$ cat config.mk
export PLATFORM = sky130hd
export DESIGN_NAME = lcd4_ctrl
export DESIGN_NICKNAME = d
export VERILOG_FILES = /design/src/rtl/lcd4_pkg.sv /design/src/rtl/lcd4_delay.sv /design/src/rtl/lcd4_strobe.sv /design/src/rtl/lcd4_ctrl.sv
export SDC_FILE = /design/constraint.sdc
export NUM_CORES = 1
export LEC_CHECK = 0
export BUFFER_PORTS_ARGS = -buffer_cell sky130_fd_sc_hd__clkbuf_2
export CORE_MARGIN = 2
export CORE_UTILIZATION = 60
export CTS_CLUSTER_DIAMETER = 30
export DETAILED_ROUTE_END_ITERATION = 10
export GPL_ROUTABILITY_DRIVEN = 0
export PLACE_DENSITY = 0.79
export SLEW_MARGIN = 10
export SYNTH_ARGS = -nofsm -noshare
export SYNTH_HDL_FRONTEND = slang
export SYNTH_SLANG_ARGS = --single-unit
$ cat constraint.sdc
create_clock -name clk -period 3.6 [get_ports clk]
set_input_delay 0.54 -clock clk [delete_from_list [all_inputs] [get_ports clk]]
set_output_delay 0.54 -clock clk [all_outputs]
set_load 0.05 [all_outputs]
$ cat src/rtl/lcd4_pkg.sv
package lcd4_pkg;

    typedef enum logic [3:0] {
        ST_PWR_WAIT,
        ST_RST_NIB,
        ST_RST_WAIT,
        ST_POLL_A,
        ST_POLL_B,
        ST_SEND_HI,
        ST_SEND_LO,
        ST_POST_WAIT,
        ST_IDLE
    } lcd_state_e;

    typedef enum logic [1:0] {
        PH_IDLE,
        PH_SETUP,
        PH_HIGH,
        PH_HOLD
    } strobe_phase_e;

    typedef struct packed {
        logic       rs;
        logic       rw;
        logic [3:0] nib;
        logic [3:0] oe;
    } bus_cmd_t;

    localparam int INIT_LEN = 5;

    // Configuration bytes, in the order they are issued.
    function automatic logic [7:0] init_byte(input logic [2:0] idx);
        logic [7:0] b;
        unique case (idx)
            3'd0:    b = 8'h20;
            3'd1:    b = 8'h28;
            3'd2:    b = 8'h0C;
            3'd3:    b = 8'h06;
            default: b = 8'h01;
        endcase
        return b;
    endfunction

endpackage

$ cat src/rtl/lcd4_delay.sv
module lcd4_delay #(
    parameter int          W        = 16,
    parameter logic [W-1:0] RST_LOAD = '0
) (
    input  logic         clk,
    input  logic         rst_n,
    input  logic         load,
    input  logic [W-1:0] load_val,
    output logic         done
);

    logic [W-1:0] cnt_q;

    always_ff @(posedge clk) begin
        if (!rst_n) begin
            cnt_q <= RST_LOAD;
        end else if (load) begin
            cnt_q <= load_val;
        end else if (cnt_q != '0) begin
            cnt_q <= cnt_q - 1'b1;
        end
    end

    assign done = (cnt_q == '0);

    // Once expired, the timer stays expired until it is reloaded.
    a_r2_done_holds: assert property (@(posedge clk) disable iff (!rst_n)
        (done && !load) |=> done);

endmodule

$ cat src/rtl/lcd4_strobe.sv
module lcd4_strobe
    import lcd4_pkg::*;
#(
    parameter int T_SU = 3,
    parameter int T_EH = 3,
    parameter int T_HD = 3
) (
    input  logic       clk,
    input  logic       rst_n,
    input  logic       go,
    input  bus_cmd_t   cmd,
    input  logic       db7_i,
    output logic       lcd_rs,
    output logic       lcd_rw,
    output logic       lcd_e,
    output logic [3:0] db_o,
    output logic [3:0] db_oe,
    output logic       done,
    output logic       rd_bit
);

    localparam int TMAX = (T_SU > T_EH) ? ((T_SU > T_HD) ? T_SU : T_HD)
                                        : ((T_EH > T_HD) ? T_EH : T_HD);
    localparam int TW   = $clog2(TMAX + 1);

    strobe_phase_e phase_q;
    logic [TW-1:0] cnt_q;
    bus_cmd_t      cur_q;
    logic          done_q;
    logic          rd_q;

    // Phase register and counter.
    always_ff @(posedge clk) begin
        if (!rst_n) begin
            phase_q <= PH_IDLE;
            cnt_q   <= '0;
            cur_q   <= '0;
            done_q  <= 1'b0;
            rd_q    <= 1'b0;
        end else begin
            done_q <= 1'b0;
            if (go) begin
                cur_q   <= cmd;
                phase_q <= PH_SETUP;
                cnt_q   <= TW'(T_SU - 1);
            end else begin
                unique case (phase_q)
                    PH_SETUP: begin
                        if (cnt_q == '0) begin
                            phase_q <= PH_HIGH;
                            cnt_q   <= TW'(T_EH - 1);
                        end else begin
                            cnt_q <= cnt_q - 1'b1;
                        end
                    end
                    PH_HIGH: begin
                        if (cnt_q == '0) begin
                            if (cur_q.rw) rd_q <= db7_i;
                            phase_q <= PH_HOLD;
                            cnt_q   <= TW'(T_HD - 1);
                        end else begin
                            cnt_q <= cnt_q - 1'b1;
                        end
                    end
                    PH_HOLD: begin
                        if (cnt_q == '0) begin
                            phase_q <= PH_IDLE;
                            done_q  <= 1'b1;
                        end else begin
                            cnt_q <= cnt_q - 1'b1;
                        end
                    end
                    PH_IDLE: ;
                    default: phase_q <= PH_IDLE;
                endcase
            end
        end
    end

    // Pin outputs: parked (write, all lines driven low) when idle.
    always_comb begin
        if (phase_q == PH_IDLE) begin
            lcd_rs = 1'b0;
            lcd_rw = 1'b0;
            lcd_e  = 1'b0;
            db_o   = 4'h0;
            db_oe  = 4'hF;
        end else begin
            lcd_rs = cur_q.rs;
            lcd_rw = cur_q.rw;
            lcd_e  = (phase_q == PH_HIGH);
            db_o   = cur_q.nib & cur_q.oe;
            db_oe  = cur_q.oe;
        end
    end

    assign done   = done_q;
    assign rd_bit = rd_q;

    // Checker: width of the enable pulse.
    int unsigned e_len_q;
    always_ff @(posedge clk) begin
        if (!rst_n)     e_len_q <= 0;
        else if (lcd_e) e_len_q <= e_len_q + 1;
        else            e_len_q <= 0;
    end

    a_r8_e_width: assert property (@(posedge clk) disable iff (!rst_n)
        $fell(lcd_e) |-> (e_len_q >= T_EH));

    a_r8_steady_high: assert property (@(posedge clk) disable iff (!rst_n)
        (lcd_e && $past(lcd_e)) |-> $stable({lcd_rs, lcd_rw, db_o, db_oe}));

endmodule

$ cat src/rtl/lcd4_ctrl.sv
module lcd4_ctrl
    import lcd4_pkg::*;
#(
    parameter int CLK_HZ    = 4_194_000,
    parameter int T_SU      = 3,
    parameter int T_EH      = 3,
    parameter int T_HD      = 3,
    parameter int MAX_POLLS = 1000
) (
    input  logic       clk,
    input  logic       rst_n,
    input  logic       req_valid,
    input  logic       req_rs,
    input  logic [7:0] req_byte,
    output logic       req_ready,
    output logic       lcd_rs,
    output logic       lcd_rw,
    output logic       lcd_e,
    output logic [3:0] lcd_db_o,
    output logic [3:0] lcd_db_oe,
    input  logic       lcd_db7_i,
    output logic       busy_err
);

    localparam longint C15  = (longint'(CLK_HZ) * 15 + 999) / 1000;
    localparam longint C41  = (longint'(CLK_HZ) * 41 + 9999) / 10000;
    localparam longint C100 = (longint'(CLK_HZ) + 9999) / 10000;
    localparam int     DW   = $clog2(C15 + 1);
    localparam int     PW   = $clog2(MAX_POLLS + 1);

    lcd_state_e state_q, state_d;

    logic [1:0]    rst_cnt_q;
    logic [2:0]    init_idx_q;
    logic          init_mode_q;
    logic [7:0]    byte_q;
    logic          rs_q;
    logic          busy_q;
    logic [PW-1:0] poll_cnt_q;
    logic          err_q;

    logic          strobe_go, strobe_done, rd_bit;
    bus_cmd_t      cmd;
    logic          delay_load, delay_done;
    logic [DW-1:0] delay_val;

    logic [7:0]    cur_byte;
    logic          cur_rs;
    logic          entering;
    logic          last_init;
    logic          poll_again;

    assign cur_byte   = init_mode_q ? init_byte(init_idx_q) : byte_q;
    assign cur_rs     = init_mode_q ? 1'b0 : rs_q;
    assign entering   = (state_d != state_q);
    assign last_init  = (init_idx_q == 3'(INIT_LEN - 1));
    assign poll_again = busy_q && (poll_cnt_q != PW'(MAX_POLLS - 1));

    // State register.
    always_ff @(posedge clk) begin
        if (!rst_n) state_q <= ST_PWR_WAIT;
        else        state_q <= state_d;
    end

    // Next-state logic.
    always_comb begin
        state_d = state_q;
        unique case (state_q)
            ST_PWR_WAIT:  if (delay_done) state_d = ST_RST_NIB;
            ST_RST_NIB:   if (strobe_done)
                              state_d = (rst_cnt_q == 2'd2) ? ST_POLL_A : ST_RST_WAIT;
            ST_RST_WAIT:  if (delay_done) state_d = ST_RST_NIB;
            ST_POLL_A:    if (strobe_done) state_d = ST_POLL_B;
            ST_POLL_B:    if (strobe_done)
                              state_d = poll_again ? ST_POLL_A : ST_SEND_HI;
            ST_SEND_HI:   if (strobe_done) state_d = ST_SEND_LO;
            ST_SEND_LO: begin
                if (strobe_done) begin
                    if (!init_mode_q)             state_d = ST_IDLE;
                    else if (init_idx_q == 3'd0)  state_d = ST_POST_WAIT;
                    else if (last_init)           state_d = ST_IDLE;
                    else                          state_d = ST_POLL_A;
                end
            end
            ST_POST_WAIT: if (delay_done) state_d = ST_POLL_A;
            ST_IDLE:      if (req_valid) state_d = ST_POLL_A;
            default:      state_d = ST_PWR_WAIT;
        endcase
    end

    // Sequencing context.
    always_ff @(posedge clk) begin
        if (!rst_n) begin
            rst_cnt_q   <= '0;
            init_idx_q  <= '0;
            init_mode_q <= 1'b1;
            byte_q      <= '0;
            rs_q        <= 1'b0;
            busy_q      <= 1'b0;
            poll_cnt_q  <= '0;
            err_q       <= 1'b0;
        end else begin
            unique case (state_q)
                ST_RST_NIB: if (strobe_done) rst_cnt_q <= rst_cnt_q + 1'b1;
                ST_POLL_A:  if (strobe_done) busy_q <= rd_bit;
                ST_POLL_B: begin
                    if (strobe_done) begin
                        if (poll_again) begin
                            poll_cnt_q <= poll_cnt_q + 1'b1;
                        end else begin
                            poll_cnt_q <= '0;
                            if (busy_q) err_q <= 1'b1;
                        end
                    end
                end
                ST_SEND_LO: begin
                    if (strobe_done && init_mode_q) begin
                        if (last_init)               init_mode_q <= 1'b0;
                        else if (init_idx_q != 3'd0) init_idx_q  <= init_idx_q + 1'b1;
                    end
                end
                ST_POST_WAIT: if (delay_done) init_idx_q <= init_idx_q + 1'b1;
                ST_IDLE: begin
                    if (req_valid) begin
                        byte_q <= req_byte;
                        rs_q   <= req_rs;
                    end
                end
                default: ;
            endcase
        end
    end

    // Outputs towards the strobe engine and the wait timer.
    always_comb begin
        cmd        = '{rs: 1'b0, rw: 1'b0, nib: 4'h0, oe: 4'hF};
        strobe_go  = 1'b0;
        delay_load = 1'b0;
        delay_val  = DW'(C100);
        unique case (state_d)
            ST_RST_NIB: begin
                strobe_go = entering;
                cmd.nib   = 4'b0011;
            end
            ST_POLL_A, ST_POLL_B: begin
                strobe_go = entering;
                cmd.rw    = 1'b1;
                cmd.oe    = 4'b0111;
            end
            ST_SEND_HI: begin
                strobe_go = entering;
                cmd.rs    = cur_rs;
                cmd.nib   = cur_byte[7:4];
            end
            ST_SEND_LO: begin
                strobe_go = entering;
                cmd.rs    = cur_rs;
                cmd.nib   = cur_byte[3:0];
            end
            ST_RST_WAIT: begin
                delay_load = entering;
                delay_val  = (rst_cnt_q == 2'd0) ? DW'(C41) : DW'(C100);
            end
            ST_POST_WAIT: begin
                delay_load = entering;
                delay_val  = DW'(C100);
            end
            default: ;
        endcase
    end

    assign req_ready = (state_q == ST_IDLE);
    assign busy_err  = err_q;

    lcd4_delay #(
        .W        (DW),
        .RST_LOAD (DW'(C15))
    ) i_delay (
        .clk      (clk),
        .rst_n    (rst_n),
        .load     (delay_load),
        .load_val (delay_val),
        .done     (delay_done)
    );

    lcd4_strobe #(
        .T_SU (T_SU),
        .T_EH (T_EH),
        .T_HD (T_HD)
    ) i_strobe (
        .clk    (clk),
        .rst_n  (rst_n),
        .go     (strobe_go),
        .cmd    (cmd),
        .db7_i  (lcd_db7_i),
        .lcd_rs (lcd_rs),
        .lcd_rw (lcd_rw),
        .lcd_e  (lcd_e),
        .db_o   (lcd_db_o),
        .db_oe  (lcd_db_oe),
        .done   (strobe_done),
        .rd_bit (rd_bit)
    );

    a_r9_ready_quiet: assert property (@(posedge clk) disable iff (!rst_n)
        req_ready |-> (!lcd_e && !lcd_rw));

    a_r9_accept_drops: assert property (@(posedge clk) disable iff (!rst_n)
        (req_valid && req_ready) |=> !req_ready);

    a_r10_err_sticky: assert property (@(posedge clk) disable iff (!rst_n)
        busy_err |=> busy_err);

    a_r7_db7_restored: assert property (@(posedge clk) disable iff (!rst_n)
        $fell(lcd_rw) |-> (lcd_db_oe == 4'hF && !lcd_db_o[3] && !lcd_e));

    a_r6_read_bus: assert property (@(posedge clk) disable iff (!rst_n)
        lcd_rw |-> (lcd_db_oe == 4'b0111 && !lcd_rs));

    a_r5_write_rw: assert property (@(posedge clk) disable iff (!rst_n)
        (state_q == ST_SEND_HI || state_q == ST_SEND_LO || state_q == ST_RST_NIB) |-> !lcd_rw);

endmodule

# Word-level counts from Yosys, hierarchy flattened

Cells that the tools add are included.

Bits in registers: 63
Input bits: 13
Output and inout port bits: 13
Word-level logic and storage cells: 151

Add/subtract/negate cells: 5
Equal/unequal tests: 37
Mux-type cells: 48
Bitwise logic cells: 5
Reductions and logical operators: 36

Operators with widths:

| cell                  | count |
|---|---|
| $mux 4                | 14 |
| $eq 4x3->1 const B    | 8 |
| $mux 16               | 2 |
| $pmux 4 s8            | 1 |
| $mux 15               | 2 |
| $pmux 6 s4            | 1 |
| $eq 4x2->1 const B    | 4 |
| $logic_not 16->1      | 1 |
| $reduce_and 4->1      | 4 |
| $reduce_bool 16->1    | 1 |
| $sub 16x1->16 const B | 1 |
| $mux 3                | 5 |
| $mux 2                | 6 |
| $pmux 4 s3            | 1 |
| $reduce_and 2->1      | 6 |
| $reduce_or 2->1       | 6 |
| $mux 1                | 11 |
| $add 10x1->10 const B | 1 |
| $mux 10               | 1 |
| $ne 10x10->1 const B  | 1 |
| $ne 2x2->1 const B    | 5 |
| $ne 3x1->1 const B    | 3 |
| $reduce_bool 3->1     | 3 |
| $eq 4x1->1 const B    | 2 |
| other kinds (28)      | 41 |

# Longest topological paths before layout

Gate-level depths: netlist of the first run.

Depth after elaboration: 11
Gate-level depth with buffers: 11
Mapped depth without buffers: 9

# Hierarchy

A second synthesis of the first run with hierarchy kept.

Cell total of the unflattened synthesis: 474
Area total of the unflattened synthesis: 3870.0 um2

Modules (own cells, without submodules):

| module      | times used | cells an instance | area an instance (um2) | seq. area each (um2) |
|---|---|---|---|---|
| lcd4_ctrl   | 1          | 256               | 1989.4                 | 620.6 |
| lcd4_delay  | 1          | 123               | 1036.0                 | 320.3 |
| lcd4_strobe | 1          | 95                | 844.6                  | 320.3 |

# Worst setup path before layout of the first run

Ideal clock, no wire load.

Kind: reg2reg
Start point: register state_q[1]
End point: register i_strobe.phase_q[0]
Library setup time: 0.120 ns
Arrival time: 2.925 ns
Data required time: 3.480 ns
Setup slack: 0.556 ns
Cell stages (with the launch flop): 11
Path buffers: 3
Period minus slack after synthesis: 3.044 ns
Path through: dfxtp_1 > buf_2 > nor4b_2 > nand2_1 > clkbuf_1 > o41a_1 > a32oi_1 > mux2i_1 > and2_1 > buf_2 > o31a_1

Elaborated cells on any way between the ends: 33
Those cells by class: 17 x eq/ne; 11 x mux; 5 x reduce/logical

RTL lines:

| element                                                          | line              | RTL |
|---|---|---|
| start: declaration                                               | lcd4_ctrl.sv:31   | `lcd_state_e state_q, state_d;` |
| start signal: assignment                                         | lcd4_ctrl.sv:62   | `else state_q <= state_d;` |
| $eq 4x4->1 *                                                     | -                 |  |
| named net req_ready                                              | lcd4_ctrl.sv:15   | `output logic req_ready,` |
| $pmux 4 s8 *                                                     | lcd4_ctrl.sv:68   | `unique case (state_q)` |
| $eq 4x3->1, or another cell as far along                         | lcd4_ctrl.sv:140  | `unique case (state_d)` |
| $reduce_or 5->1 (no line)                                        | -                 |  |
| $mux 1 *                                                         | lcd4_ctrl.sv:140  |  |
| $ne 3x1->1 (no line) / $reduce_bool 4->1 (equally long branches) | -                 |  |
| $reduce_and 4->1 (no line)                                       | -                 |  |
| end signal: assignment                                           | lcd4_strobe.sv:59 | `phase_q <= PH_HOLD;` |
| end signal: assignment                                           | lcd4_strobe.sv:67 | `phase_q <= PH_IDLE;` |
| end signal: assignment                                           | lcd4_strobe.sv:74 | `default: phase_q <= PH_IDLE;` |
| end: declaration                                                 | lcd4_strobe.sv:26 | `strobe_phase_e phase_q;` |

Mark *: on every way through the listed nets, which the timed path passes. The rest lies on a longest branch.
A chain may end at the register's enable or synchronous reset.

# Final worst setup path of the first run

Start point: register i_delay.cnt_q[0]
End point: register i_delay.cnt_q[14]

Longest elaborated chain between the ends: 7
Elaborated cells on any way between the ends: 15
Those cells by class: 1 x add/sub; 3 x eq/ne; 7 x mux; 4 x reduce/logical

Ends and longest elaborated chain:

| element                                             | line                                              | RTL |
|---|---|---|
| start: declaration                                  | lcd4_delay.sv:12                                  | `logic [W-1:0] cnt_q;` |
| start signal: assignment                            | lcd4_delay.sv:18                                  | `cnt_q <= load_val;` |
| start signal: assignment                            | lcd4_delay.sv:20                                  | `cnt_q <= cnt_q - 1'b1;` |
| $logic_not 16->1                                    | lcd4_delay.sv:24                                  | `assign done = (cnt_q == '0);` |
| $mux 4 (on tied branches)                           | lcd4_ctrl.sv:85, lcd4_ctrl.sv:69, lcd4_ctrl.sv:72 |  |
| $pmux 4 s8                                          | lcd4_ctrl.sv:68                                   |  |
| $eq 4x3->1 / $eq 4x2->1 (equally long branches)     | lcd4_ctrl.sv:140                                  |  |
| $reduce_or 2->1 (no line)                           | -                                                 |  |
| $mux 1                                              | lcd4_ctrl.sv:140                                  |  |
| $mux 16 / $reduce_bool 2->1 (equally long branches) | -                                                 |  |

Parallel ways exist; a longest one is shown, timed or not. The select of a mux whose other input is x is not followed.

==> impl_summary.md, run 1 <==
Synthesis
By area the synthesized netlist is led by sky130_fd_sc_hd__dfxtp_1 (35%), sky130_fd_sc_hd__nand2_1 (5.3%), sky130_fd_sc_hd__a21oi_1 (4.0%), sky130_fd_sc_hd__ha_1 (3.9%), sky130_fd_sc_hd__nor2_1 (3.7%). The synthesized netlist contains 65 unique library cells. By area, the combinational part of the netlist is dominated by simple AND/OR/NAND/NOR gates. The count of flip-flops with a built-in enable after synthesis is 0. The post-synthesis area per instance is 8.249 um^2. The net count after synthesis is 451. The leading area contributor after synthesis is sky130_fd_sc_hd__dfxtp_1. The share of the synthesized area in the top cell type is 34.67%.

The most used flip-flop cell after synthesis is sky130_fd_sc_hd__dfxtp_1. Summing the areas of all compound-gate instances in the mapped netlist gives 17.94% of the synthesized area. Counting flops and latches in the post-synthesis netlist gives 61. Synthesis produced 427 cells.

By count the netlist is led by sky130_fd_sc_hd__dfxtp_1 (61), sky130_fd_sc_hd__nand2_1 (50), sky130_fd_sc_hd__nor2_1 (35). Counting flops with an async set or reset pin after synthesis yields a share of 0%. The adder-cell share of the synthesized area is 3.908%.

After Yosys synthesis, XOR and XNOR cells account for 6.217% of the synthesized area. The area of the mapped netlist is 3522 um^2. The synthesized netlist devotes 28.81% of its cell area to simple gates. Yosys printed 0 warnings.

The share of the yosys chip area belonging to registers is 34.67%. The portion of synthesized area spent on multiplexers is 2.842%. The most common cell in the synthesized netlist is sky130_fd_sc_hd__dfxtp_1.

Clocking
The deepest level of the CTS H-tree is 3. The maximum clock insertion buffer count is 2. TritonCTS built the clock tree.

The clock latency reported for the late side of the worst-skew pair is 340 ps. The number of clock buffers added by TritonCTS is 9. In this run, post-CTS repair resized a total of 0 instances. The hold-fix buffer count after cts is 0. Clock tree synthesis found a total of 61 sinks.

The number of setup buffers added after CTS is 0. The master cell of the clock root buffer is sky130_fd_sc_hd__clkbuf_8. Clock-pin slew was measured on the worst setup and hold paths at 70 ps.

Hold path
The min-delay analysis places its worst path in the category input port to register.

Floorplan
In this run the core area contains 27 standard-cell rows. 26 I/O pins were placed. The die width is 80.62 um. The initial core utilization is 63.19%. The floorplan step set the die height to 80.62 um. The core area is 5574 um^2. The die covers 6499 um^2.

Timing
Between clock sinks in the finished design, the worst skew comes to 7.804 ps. Setup repair after global routing left no endpoint under its margin. The max-slew violation total from the final report came to 0.

The shortest clock period the worst path allows after layout is 2976 ps. Setup violations remaining at the end of the flow were counted as 0. The slack of the critical path is 624.1 ps. The pin slew with the least headroom to its limit is 844.6 ps. The post-route fraction of the period consumed by the critical path is 82.67%. Measured against its own limit, the worst slew margin works out to 43.17%. The count of final hold-check violations is 0. The summed negative setup slack over all endpoints is 0 ps. The maximum frequency from static timing analysis is 336.0 MHz.

Place
The wire-length estimate of the detail-placed layout is 5.459 mm. Summing all placed instances gives a cell area of 3652 um^2. The setup slack after placement is 679.0 ps. The count of placed standard cells including taps is 503.

Input and output buffers added on the ports amount to 25.

Pwr
The static power due to leakage is 1.469 nW. IR analysis of the VDD net gives a maximum drop of 328.2 uV. The power density of the placed cells is 363.3 nW/um^2.

Global routing
The maximum number of pins on one net before global-route repair is 24. The overall global routing resource usage is 26.71%. The total overflow left after global routing is 0. The first global-routing pass estimated 13.49 mm of wire. The number of antenna violations at the first check in global routing is 0. The number of global-route vias before repair is 2925.

Cells and area
The post-route netlist has 15.02% of its cells at a drive strength greater than 1. The finished layout holds 518 standard cells, fillers aside. The total number of nets in the final design is 466. The layout filler cell count is 473. The final non-filler cell area is 3865 um^2. 0 antenna diodes ended up in the layout. The synthesis-to-finish area growth is 9.734%. The core occupancy in the finished layout is 69.34%.

Routing
The via count of the routed design is 3150. The ratio of routed vias to standard cells is 6.081. For this run, design rule violations remaining after detail routing come to 0. After detailed routing, the total wire length is 7.865 mm. The antenna violation net count after detailed routing is 0. The number of iterations in the first detailed-routing pass is 7.

After detailed routing, the average wire length per cell comes to 15.18 um. After the first detailed-routing iteration, the DRC count stood at 174.

Critical path
The worst setup path is captured at a register. For the worst setup path, the data arrival time is 3170 ps. The type of the worst setup path is register to register. Along the worst path, the maximum fanout reaches 15. The worst setup path is launched from a register. For the worst setup path, the data required time is 3790 ps.

Status
The flow ran to the end, and the final reports show no timing, DRC or antenna violations.

Job
Across the run, the number of max-cap violations was 0.
==> power by group <==
part | internal, mW | total, mW | switching, mW
logic | 0.0150 | 0.0394 | 0.0244
registers | 0.679 | 0.687 | 0.00782
clock network | 0.401 | 0.678 | 0.277
==> per-stage QoR <==
| stage | hold WS (ps) | power (mW) |
|---|---|---|
| floorplan | 430.1 | 0.7252 |
| global placement | 441.3 | 0.7392 |
| detailed placement | 448.5 | 0.7404 |
| CTS | 410.4 | 1.407 |
| global route | 420.4 | 1.439 |
| finish | 415.5 | 1.404 |
==> final timing paths <==
| path | start | to | slack, ps | cells past startpoint |
|---|---|---|---|---|
| max | i_delay.cnt_q[0] | i_delay.cnt_q[14] | 620 | 9 |
| min reg2reg | byte_q[7] | byte_q[7] | 460 | 2 |
| max reg2reg | i_delay.cnt_q[0] | i_delay.cnt_q[14] | 620 | 9 |
| min | req_byte[1] | byte_q[1] | 420 | 3 |
==> layout by cell type (no fill, tap or decap), drive strengths merged, types with 3 or more instances in the layout <==
cell type	instances
dfxtp	61
nand2	50
nor2	35
clkbuf	35
a21oi	29
nor3	19
inv	18
xor2	14
o21ai	14
nand3	13
xnor2	11
ha	11
mux2i	10
nand4	9
nand2b	8
and3	8
or3	8
nor4	7
nor2b	6
and2	6
buf	6
a32o	6
a32oi	4
o21a	4
or2	3
a21boi	3
a21o	3
o32ai	3
and4	3
clkinv	3
o31ai	3
==> cells by family (layout without fill, tap and decap cells) <==
family | Yosys count | after routing
simple gates | 185 | 185
compound gates | 90 | 90
flops | 61 | 61
buf+inv | 45 | 64
xor+xnor | 25 | 25
fa+ha+maj | 11 | 11
mux | 10 | 10
==> state kept, by name, indices dropped and copies added, names as in the netlist <==
signal            count
i_delay.cnt_q        16
poll_cnt_q           10
byte_q                8
i_strobe.cur_q        8
state_q               4
init_idx_q            3
i_strobe.cnt_q        2
i_strobe.phase_q      2
rst_cnt_q             2
busy_err              1
busy_q                1
i_strobe.done         1
i_strobe.rd_bit       1
init_mode_q           1
rs_q                  1
==> critical path: stages (launching register included) <==
cell	delay (ps)
sky130_fd_sc_hd__dfxtp_1	360
sky130_fd_sc_hd__inv_1	70
sky130_fd_sc_hd__ha_1	210
sky130_fd_sc_hd__nor4b_4	260
sky130_fd_sc_hd__nand4_2	290
sky130_fd_sc_hd__a32o_2	390
sky130_fd_sc_hd__nor3_4	300
sky130_fd_sc_hd__xnor2_1	200
sky130_fd_sc_hd__and3_1	570
sky130_fd_sc_hd__o211ai_1	170
==> per-layer routing <==
layer	wire, um	track usage [%]	share of wire [%]
met1	3594	34.24	46
met2	3528	41.92	45
met3	505	6.067	6.4
met4	237	13.56	3.0
met5	0	0	0
==> area by class of cell <==
cell class / count / area, um^2 / area share [%]
Multi-Input combinational cell: 321 / 2103 / 54.42
Sequential cell: 61 / 1221 / 31.60
Timing Repair Buffer: 31 / 170.2 / 4.403
Clock buffer: 10 / 137.6 / 3.561
Tap cell: 72 / 90.09 / 2.331
Clock inverter: 5 / 75.07 / 1.942
Inverter: 18 / 67.56 / 1.748
No activity file was read; power rests on OpenSTA's default activity.
==> run 2: changes to the inputs <==
--- a/config.mk
+++ b/config.mk
@@ -5,6 +5,7 @@
 export SDC_FILE = /design/constraint.sdc
 export NUM_CORES = 1
 export LEC_CHECK = 0
+export ABC_AREA = 1
 export BUFFER_PORTS_ARGS = -buffer_cell sky130_fd_sc_hd__clkbuf_2
 export CORE_MARGIN = 2
 export CORE_UTILIZATION = 60
==> constraint.sdc (replaced) <==
create_clock -name clk -period 2.96 [get_ports clk]
set_input_delay 0.444 -clock clk [delete_from_list [all_inputs] [get_ports clk]]
set_output_delay 0.444 -clock clk [all_outputs]
set_load 0.05 [all_outputs]
==> run 2 against run 1 <==
Power up 8.2%. Via count up 3.2%. Fmax up 22%. Sequential power up 21%. Cell count up 19%. Worst hold slack worse by 79 ps. First-iteration DRC count down 23%. Wire length down 4.6%. Critical path depth up 4. Count of clock-buffer cells in the layout up 2. Critical path type unchanged. Highest routed layer unchanged.
==> impl_summary.md, run 2 <==
Pwr
Net switching is 22.15% of the power. The total power of the final layout is 1.519 mW. The power density of the placed cells is 390.8 nW/um^2. Cell internal power was estimated by the tool at 1.183 mW. The sequential fraction of design power is 54.7%. The combinational fraction of design power is 3.2%. For this design the total switching power over the nets is 0.3365 mW. The worst-case IR drop observed on VDD is 316.8 uV. The share of total power in the clock network is 42.1%. The static power due to leakage is 1.771 nW.

Floorplan
The core region is 5816 um^2. The die is 81.08 um tall. The initial core utilization is 61.30%. The total number of placement rows is 28.

The area of the die is 6574 um^2. The die width is 81.08 um. The number of placed I/O pins is 26.

Global routing
The number of antenna violations at the first check in global routing was 0. The wire length of the first global-routing pass is 12.71 mm. The overall global routing resource usage is 24.83%. For this run the aggregate overflow at the end of global routing stands at 0. The number of global-route vias before repair came to 2896. Entering global routing, the biggest net connects 26 pins.

Critical path
The capture point of the worst reg-to-reg path is i_delay.cnt_q[3]. The critical path in this run is classified as register to register. The sort of element at the start of the critical path is a register. The slack of the worst reg-to-reg path is 530 ps.

The worst register-to-register path has a depth of 13. The worst register-to-register path begins at i_delay.cnt_q[0]. The critical path ends at i_delay.cnt_q[3]. The category of the worst setup path capture point is a register. At the worst endpoint, the arrival time is 2650 ps.

The most critical setup path has its startpoint at i_delay.cnt_q[0]. The critical path required time is 3170 ps. The biggest fanout along the worst timing path is 16.

Synthesis
In the post-synthesis netlist, the cell with the most instances is sky130_fd_sc_hd__nand2_1. Dividing the synthesized area by the synthesized cell count gives 6.922 um^2. In this run the biggest area consumer among cell types represents 34.26% of the synthesized area. The number of standard cells after synthesis is 515. Yosys attributes the largest share of cell area to sky130_fd_sc_hd__dfxtp_1 (34%), sky130_fd_sc_hd__nand2_1 (11%), sky130_fd_sc_hd__inv_1 (7.9%), sky130_fd_sc_hd__nor2_1 (6.1%), sky130_fd_sc_hd__nand3_1 (4.8%). The number of flip-flops and latches in the synthesized netlist is 61. The proportion of register bits with asynchronous set or reset after synthesis is 0%. The number of nets in the synthesized netlist is 539. The leading area contributor after synthesis is sky130_fd_sc_hd__dfxtp_1. The share of the yosys chip area belonging to registers is 34.26%. In this run, synthesis inferred 0 flip-flops with an integrated enable.

The number of library cell types mapped by synthesis is 42. During synthesis, Yosys emitted a total of 0 warnings. The mapped netlist covers 3565 um^2. By count the netlist is led by sky130_fd_sc_hd__nand2_1 (108), sky130_fd_sc_hd__inv_1 (75), sky130_fd_sc_hd__dfxtp_1 (61).

For this run, the leading register cell type out of synthesis is sky130_fd_sc_hd__dfxtp_1.

Cells and area
From synthesis to final layout, the design area changed by 9.056%. In the final layout, the multi-input gates occupy 1978 um^2. The post-route netlist has 15.29% of its cells at a drive strength greater than 1.

The area of all sequential standard cells is 1221 um^2. The antenna diode count is 0. The library cells used most frequently in the layout, excluding fill and tap cells, are sky130_fd_sc_hd__nand2_1 (108), sky130_fd_sc_hd__inv_1 (75), sky130_fd_sc_hd__dfxtp_1 (61). The largest registers in the layout are i_delay.cnt_q (16), poll_cnt_q (10).

In the final design database the tool counted 564 nets. The top register by number of flip-flops is i_delay.cnt_q. Fill cells in the final layout number 519. The library cell used most frequently in the layout, excluding fill and tap cells, is sky130_fd_sc_hd__nand2_1.

The flip-flop count of the largest register, all copies and words added is 16.

Clocking
The maximum clock insertion buffer count is 2. The deepest level of the CTS H-tree is 3. The TritonCTS clock tree is built. The clock latency reported for the late side of the worst-skew pair is 340 ps. After clock tree synthesis, the setup repair step added 0 buffers. Clock-pin slew was measured on the worst setup and hold paths at 60 ps.

The number of buffers added by the clock tree synthesis step is 9. The clock sink total is 61. The post-cts repair resize count is 0. The hold-fix buffer count after cts is 0.

The master cell of the clock root buffer is sky130_fd_sc_hd__clkbuf_8.

Place
The estimated wirelength of the detail-placed design is 5.624 mm. During placement, the flow inserted port buffers numbering 25.

Routing
In the routed design, unresolved DRC markers number 0. The number of iterations in the first detailed-routing pass is 5. The average wire length per cell after detail routing is 12.14 um. The final layout contains routed wiring with a total length of 7.505 mm. The count of routing violations after the opening detailed-route iteration is 134.

The ratio of routed vias to standard cells is 5.262. The detailed router placed 3252 vias in this run. Once detail routing completed, the nets flagged for antenna violations numbered 0.

Timing
The post-route fraction of the period consumed by the critical path is 82.21%. Setup repair after global routing left no endpoint under its margin. The max-slew violation total from the final report was 0.

Clock skew on the completed layout was measured at 9.014 ps. At the pin with the least slew margin, the transition time is 533.1 ps. Setup violations remaining at the end of the flow were counted as 0. For the finished layout, the period the worst path requires is 2433 ps.

The count of final hold-check violations is 0. In the final timing run, aggregate negative setup slack is 0 ps. Headroom to the max-slew limit came out at 64.42%. Based on the critical path, the design can be clocked at up to 410.9 MHz.

Hold path
The path class of the lowest-slack min-delay path is input port to register.

Job
The number of maximum-capacitance violations is 0.

Status
The run finished with clean final reports.
==> run 2: cell types whose count changed in the layout (fill, tap and decap cells not counted), moves of 10 or more <==
cell	previous run	this run
sky130_fd_sc_hd__o21ai_0	6	27
sky130_fd_sc_hd__nor2_1	35	58
sky130_fd_sc_hd__nand2_1	50	108
sky130_fd_sc_hd__mux2i_1	10	0
sky130_fd_sc_hd__nand3_1	13	34
sky130_fd_sc_hd__inv_1	18	75
==> run 2: power by group through the flow <==
stage	Clock, mW	Combinational (mW)	Sequential (mW)
after floorplan	0	0.0325	0.848
after global placement	0	0.0487	0.848
after detailed placement	0	0.0499	0.849
after CTS	0.654	0.0501	0.830
after global routing	0.681	0.0568	0.831
final	0.639	0.0494	0.831
==> run 2: final cells by class <==
type                            count  share of cell area (%)
Multi-Input combinational cell    364                   50.89
Clock buffer                       12                   3.991
Sequential cell                    61                   31.41
Timing Repair Buffer               27                   3.605
Tap cell                           75                   2.414
Inverter                           77                   7.435
Clock inverter                      2                  0.2575
==> run 2: per-stage QoR <==
stage | cells | hold WS, ps | util, % | cell area (um^2) | setup WS, ps
6_report | 618 | 336.6 | 66.85 | 3887 | 526.5
5_1_grt | 618 | 344.5 | 66.85 | 3887 | 289.8
4_1_cts | 618 | 325.0 | 66.85 | 3887 | 539.9
3_5_place_dp | 604 | 447.5 | 64.01 | 3722 | 557.7
3_3_place_gp | 604 | 452.5 | 64.01 | 3722 | 614.6
2_1_floorplan | 515 | 425.5 | - | 3565 | 724.7
==> run 2: metal layers <==
metal	wire length (um)	track usage, %	vias to the layer above
li1	-	-	1700
met1	3414	30.93	1471
met2	3682	42.56	66
met3	267	5.667	15
met4	140	7.797	0
met5	0	0	-
==> run 2: cells by family after synthesis <==
logic type      Yosys count  share of synthesized area (%)
simple gates            259                          35.03
xor+xnor                 12                          2.948
buf+inv                  90                          10.25
fa+ha+maj                11                          3.861
flops                    61                          34.26
compound gates           82                          13.65
==> run 2: how the worst min path moves through the flow <==
| stage | startpoint | end | slack, ps | cells past startpoint |
|---|---|---|---|---|
| 2_1_floorplan | byte_q[5] | byte_q[5] | 430 | 2 |
| 3_3_place_gp | byte_q[2] | byte_q[2] | 450 | 2 |
| 3_5_place_dp | byte_q[4] | byte_q[4] | 450 | 2 |
| 4_1_cts | lcd_db7_i | i_strobe.rd_bit | 320 | 3 |
| 5_1_grt | lcd_db7_i | i_strobe.rd_bit | 340 | 3 |
| 6_report | lcd_db7_i | i_strobe.rd_bit | 340 | 3 |
==> run 2: critical path, cell delays in order (launching register included) <==
cell and delay [ps]:
sky130_fd_sc_hd__dfxtp_1 300, sky130_fd_sc_hd__inv_1 100, sky130_fd_sc_hd__ha_1 260, sky130_fd_sc_hd__nand2_2 130, sky130_fd_sc_hd__nor2_4 150, sky130_fd_sc_hd__nand2_2 130, sky130_fd_sc_hd__nand2_1 120, sky130_fd_sc_hd__nand3_1 100
sky130_fd_sc_hd__nor2_2 220, sky130_fd_sc_hd__nor2_1 110, sky130_fd_sc_hd__o21ai_4 390, sky130_fd_sc_hd__nand2_2 150, sky130_fd_sc_hd__nand2_1 100, sky130_fd_sc_hd__nand2_1 50
==> run 3: changes to the inputs <==
==> constraint.sdc (replaced) <==
create_clock -name clk -period 2.3 [get_ports clk]
set_input_delay 0.345 -clock clk [delete_from_list [all_inputs] [get_ports clk]]
set_output_delay 0.345 -clock clk [all_outputs]
set_load 0.05 [all_outputs]
==> run 3 against run 2 <==
Combinational power is 46% higher. Cell count grew 3.1%. Register-to-register slack lost 380 ps. Worst hold slack got worse by 120 ps. Die area stayed put. Global-route usage up 0.95 points. Clock power up 42%. Clock skew rose by 1.0 ps. Largest power group unchanged.
==> impl_summary.md, run 3 (synthesized netlist as in run 2, its figures left out) <==
Timing
The max-slew violation total from the final report came to 0. Setup violations remaining at the end of the flow were counted as 0. The post-route fraction of the period consumed by the critical path is 93.46%. The count of final hold-check violations is 0. Adding up every negative setup slack in the final design gives 0 ps. The maximum frequency from static timing analysis is 465.2 MHz. On the final layout, the worst clock skew is 10.04 ps. The shortest clock period the worst path allows after layout is 2150 ps. The worst relative slew slack is 64.71%. For the pin with the worst max-slew slack, the measured transition is 528.7 ps.

Pwr
Summed over all nets, the switching power comes to 0.4661 mW. Net switching is 22.75% of the power. The power density of the placed cells is 494.8 nW/um^2. IR analysis of the VDD net gives a maximum drop of 405.8 uV.

The static power due to leakage is 1.873 nW. The share of total power in the clock network is 44.3%. The sequential fraction of design power is 52.2%.

Combinational cells account for 3.5% of the total power. The cell internal power dissipation is 1.583 mW.

Clocking
The clock-pin slew on the worst setup and hold paths is 70 ps. The maximum clock insertion buffer count is 2. The TritonCTS clock tree is built. The clock sink total is 61.

The deepest level of the CTS H-tree is 3. The tree is rooted in a sky130_fd_sc_hd__clkbuf_8. Clock latency on the worst-skew pair, taken at its later pin, is 350 ps. The number of clock buffers added by TritonCTS is 9.

Cells and area
The post-route netlist has 22.42% of its cells at a drive strength greater than 1. Ranked by flip-flop count, first place goes to i_delay.cnt_q. The net count of the finished layout is 582. In the layout the commonest cells are sky130_fd_sc_hd__nand2_1 (105), sky130_fd_sc_hd__inv_1 (71), sky130_fd_sc_hd__dfxtp_1 (56). The synthesis-to-finish area growth is 16.15%. The largest registers in the layout are i_delay.cnt_q (16), poll_cnt_q (10). The flip-flop count of the largest register, all copies and words added is 16.

The library cell used most frequently in the layout, excluding fill and tap cells, is sky130_fd_sc_hd__nand2_1. The number of antenna diodes in the final layout is 0. The layout filler cell count is 492. With fillers left out, the area of the finished cells amounts to 4140 um^2.

Global routing
The number of antenna violations at the first check in global routing is 0. Entering global routing, the biggest net connects 23 pins. The number of global-route vias before repair is 2995. For this run the aggregate overflow at the end of global routing stands at 0.

The first global-routing pass estimated 13.04 mm of wire. Global routing used 25.78% of the available tracks.

Place
The estimated wirelength of the detail-placed design is 5.713 mm. Summing all placed instances gives a cell area of 3832 um^2. Input and output buffers added on the ports amount to 25.

Job
Across the run, the number of max-cap violations was 0.

Critical path
The critical path goes through inv_1 -> ha_1 -> nand2_1 -> nand2_1 -> nand2_1 -> nand2_1 -> nor2_2 -> nand3_4 -> nand2_1 -> nand3_1 -> nor2_2 -> nand2_4 -> o21ai_4 -> buf_4 -> nand2_2 -> nand3_1 -> nand2_1. The critical path required time is 2530 ps. The slowest stage of the critical path is the sky130_fd_sc_hd__dfxtp_1 cell.

The critical path data arrival time is 2370 ps. The worst setup path is launched from a register. The biggest fanout along the worst timing path is 6. The cell occurring most often along the worst timing path is sky130_fd_sc_hd__nand2_1. STA classifies the critical path endpoint as a register. The type of the worst setup path is register to register. The critical path's largest stage delay is 310 ps.

Floorplan
The chip height is 81.08 um. The die covers 6574 um^2. The total area inside the core boundary comes to 5816 um^2. The number of placed I/O pins is 26. The initialized floorplan defines 28 standard-cell rows.

The initial core utilization is 61.30%. The die width is 81.08 um.

Hold path
The path class of the lowest-slack min-delay path is input port to register.

Routing
Dividing the detail-routed wire length by the instance count gives 12.15 um. Dividing the detail-routed via count by the number of cells gives 5.250. After detailed routing, the number of remaining DRC violations is 0. The first detailed-routing pass took 4 iterations. In this run the remaining antenna-violating nets after routing total 0. The via count of the routed design is 3344. In this run, the number of DRC markers left after iteration 0 of detailed routing was 100.

For this block, the routed nets add up to 7.739 mm of wire.

Status
The flow ran to the end, and the final reports show no timing, DRC or antenna violations.
run 3: cell types whose count changed in the layout (fill, tap and decap cells not counted), moves of 3 or more:
| cell | before | now |
|---|---|---|
| sky130_fd_sc_hd__buf_4 | 2 | 18 |
| sky130_fd_sc_hd__nor2_1 | 58 | 50 |
| sky130_fd_sc_hd__nor2_2 | 6 | 12 |
| sky130_fd_sc_hd__dfxtp_1 | 61 | 56 |
| sky130_fd_sc_hd__dfxtp_2 | 0 | 5 |
| sky130_fd_sc_hd__inv_1 | 75 | 71 |
| sky130_fd_sc_hd__inv_2 | 2 | 6 |
| sky130_fd_sc_hd__nand2_1 | 108 | 105 |
| sky130_fd_sc_hd__nand2_2 | 7 | 10 |
run 3: repair_timing:
item                                    4_1_cts  5_1_grt
setup buffers                                 0        5
resized for setup                             0       31
endpoints found under the setup margin        0       27
hold buffers                                  0        0
run 3: worst paths after layout:
| kind | slack [ps] | startpoint | cells after the start | end |
|---|---|---|---|---|
| worst max-delay path | 150 | rst_cnt_q[0] | 17 | i_delay.cnt_q[7] |
| worst min-delay path | 220 | lcd_db7_i | 3 | i_strobe.rd_bit |
| worst max register to register | 150 | rst_cnt_q[0] | 17 | i_delay.cnt_q[7] |
| worst min register to register | 450 | byte_q[5] | 2 | byte_q[5] |
run 3: layer usage:
| layer | vias up | track usage, % | share of wire [%] |
|---|---|---|---|
| met5 | - | 0 | 0 |
| met4 | 0 | 15.25 | 3.7 |
| met3 | 28 | 4.667 | 4.6 |
| met1 | 1500 | 30.68 | 44 |
| li1 | 1739 | - | - |
| met2 | 77 | 43.31 | 48 |
run 3: cell type report:
| cell class | count | area, um^2 | share of cell area, % |
|---|---|---|---|
| timing repair buffer | 45 | 291.5 | 7.041 |
| sequential | 61 | 1227 | 29.65 |
| clock inverter | 5 | 52.55 | 1.269 |
| multi-input combinational | 364 | 2058 | 49.71 |
| tap | 75 | 93.84 | 2.267 |
| inverter | 77 | 289.0 | 6.981 |
| clock buffer | 10 | 127.6 | 3.082 |
run 3: worst max-delay path: cells and delay by family, from the launching register on:
kind | cells | cell delay, ps
adder cells (fa/ha/maj) | 1 | 220
buffers and inverters | 2 | 230
AND/OR/NAND/NOR | 13 | 1170
AO/OA/AOI/OAI | 1 | 90
flip-flops | 1 | 310
run 3: power groups by stage:
| stage | logic, mW | registers (mW) | clock network [mW] |
|---|---|---|---|
| 5_1_grt | 0.0838 | 1.07 | 0.974 |
| 2_1_floorplan | 0.0419 | 1.09 | 0 |
| 3_3_place_gp | 0.0680 | 1.09 | 0 |
| 3_5_place_dp | 0.0684 | 1.09 | 0 |
| 6_report | 0.0721 | 1.07 | 0.908 |
| 4_1_cts | 0.0687 | 1.07 | 0.921 |
run 3: per-stage QoR:
stage | std cells | total power, mW | utilization (%) | hold slack [ps] | worst slack [ps]
finish | 637 | 2.049 | 71.19 | 219.1 | 150.4
global route | 637 | 2.127 | 71.19 | 246.4 | -26.35
CTS | 632 | 2.058 | 69.00 | 218.1 | 45.12
detailed placement | 617 | 1.161 | 65.90 | 444.2 | 67.68
global placement | 617 | 1.160 | 65.90 | 442.4 | 93.56
floorplan | 515 | 1.133 | - | 425.5 | 64.73
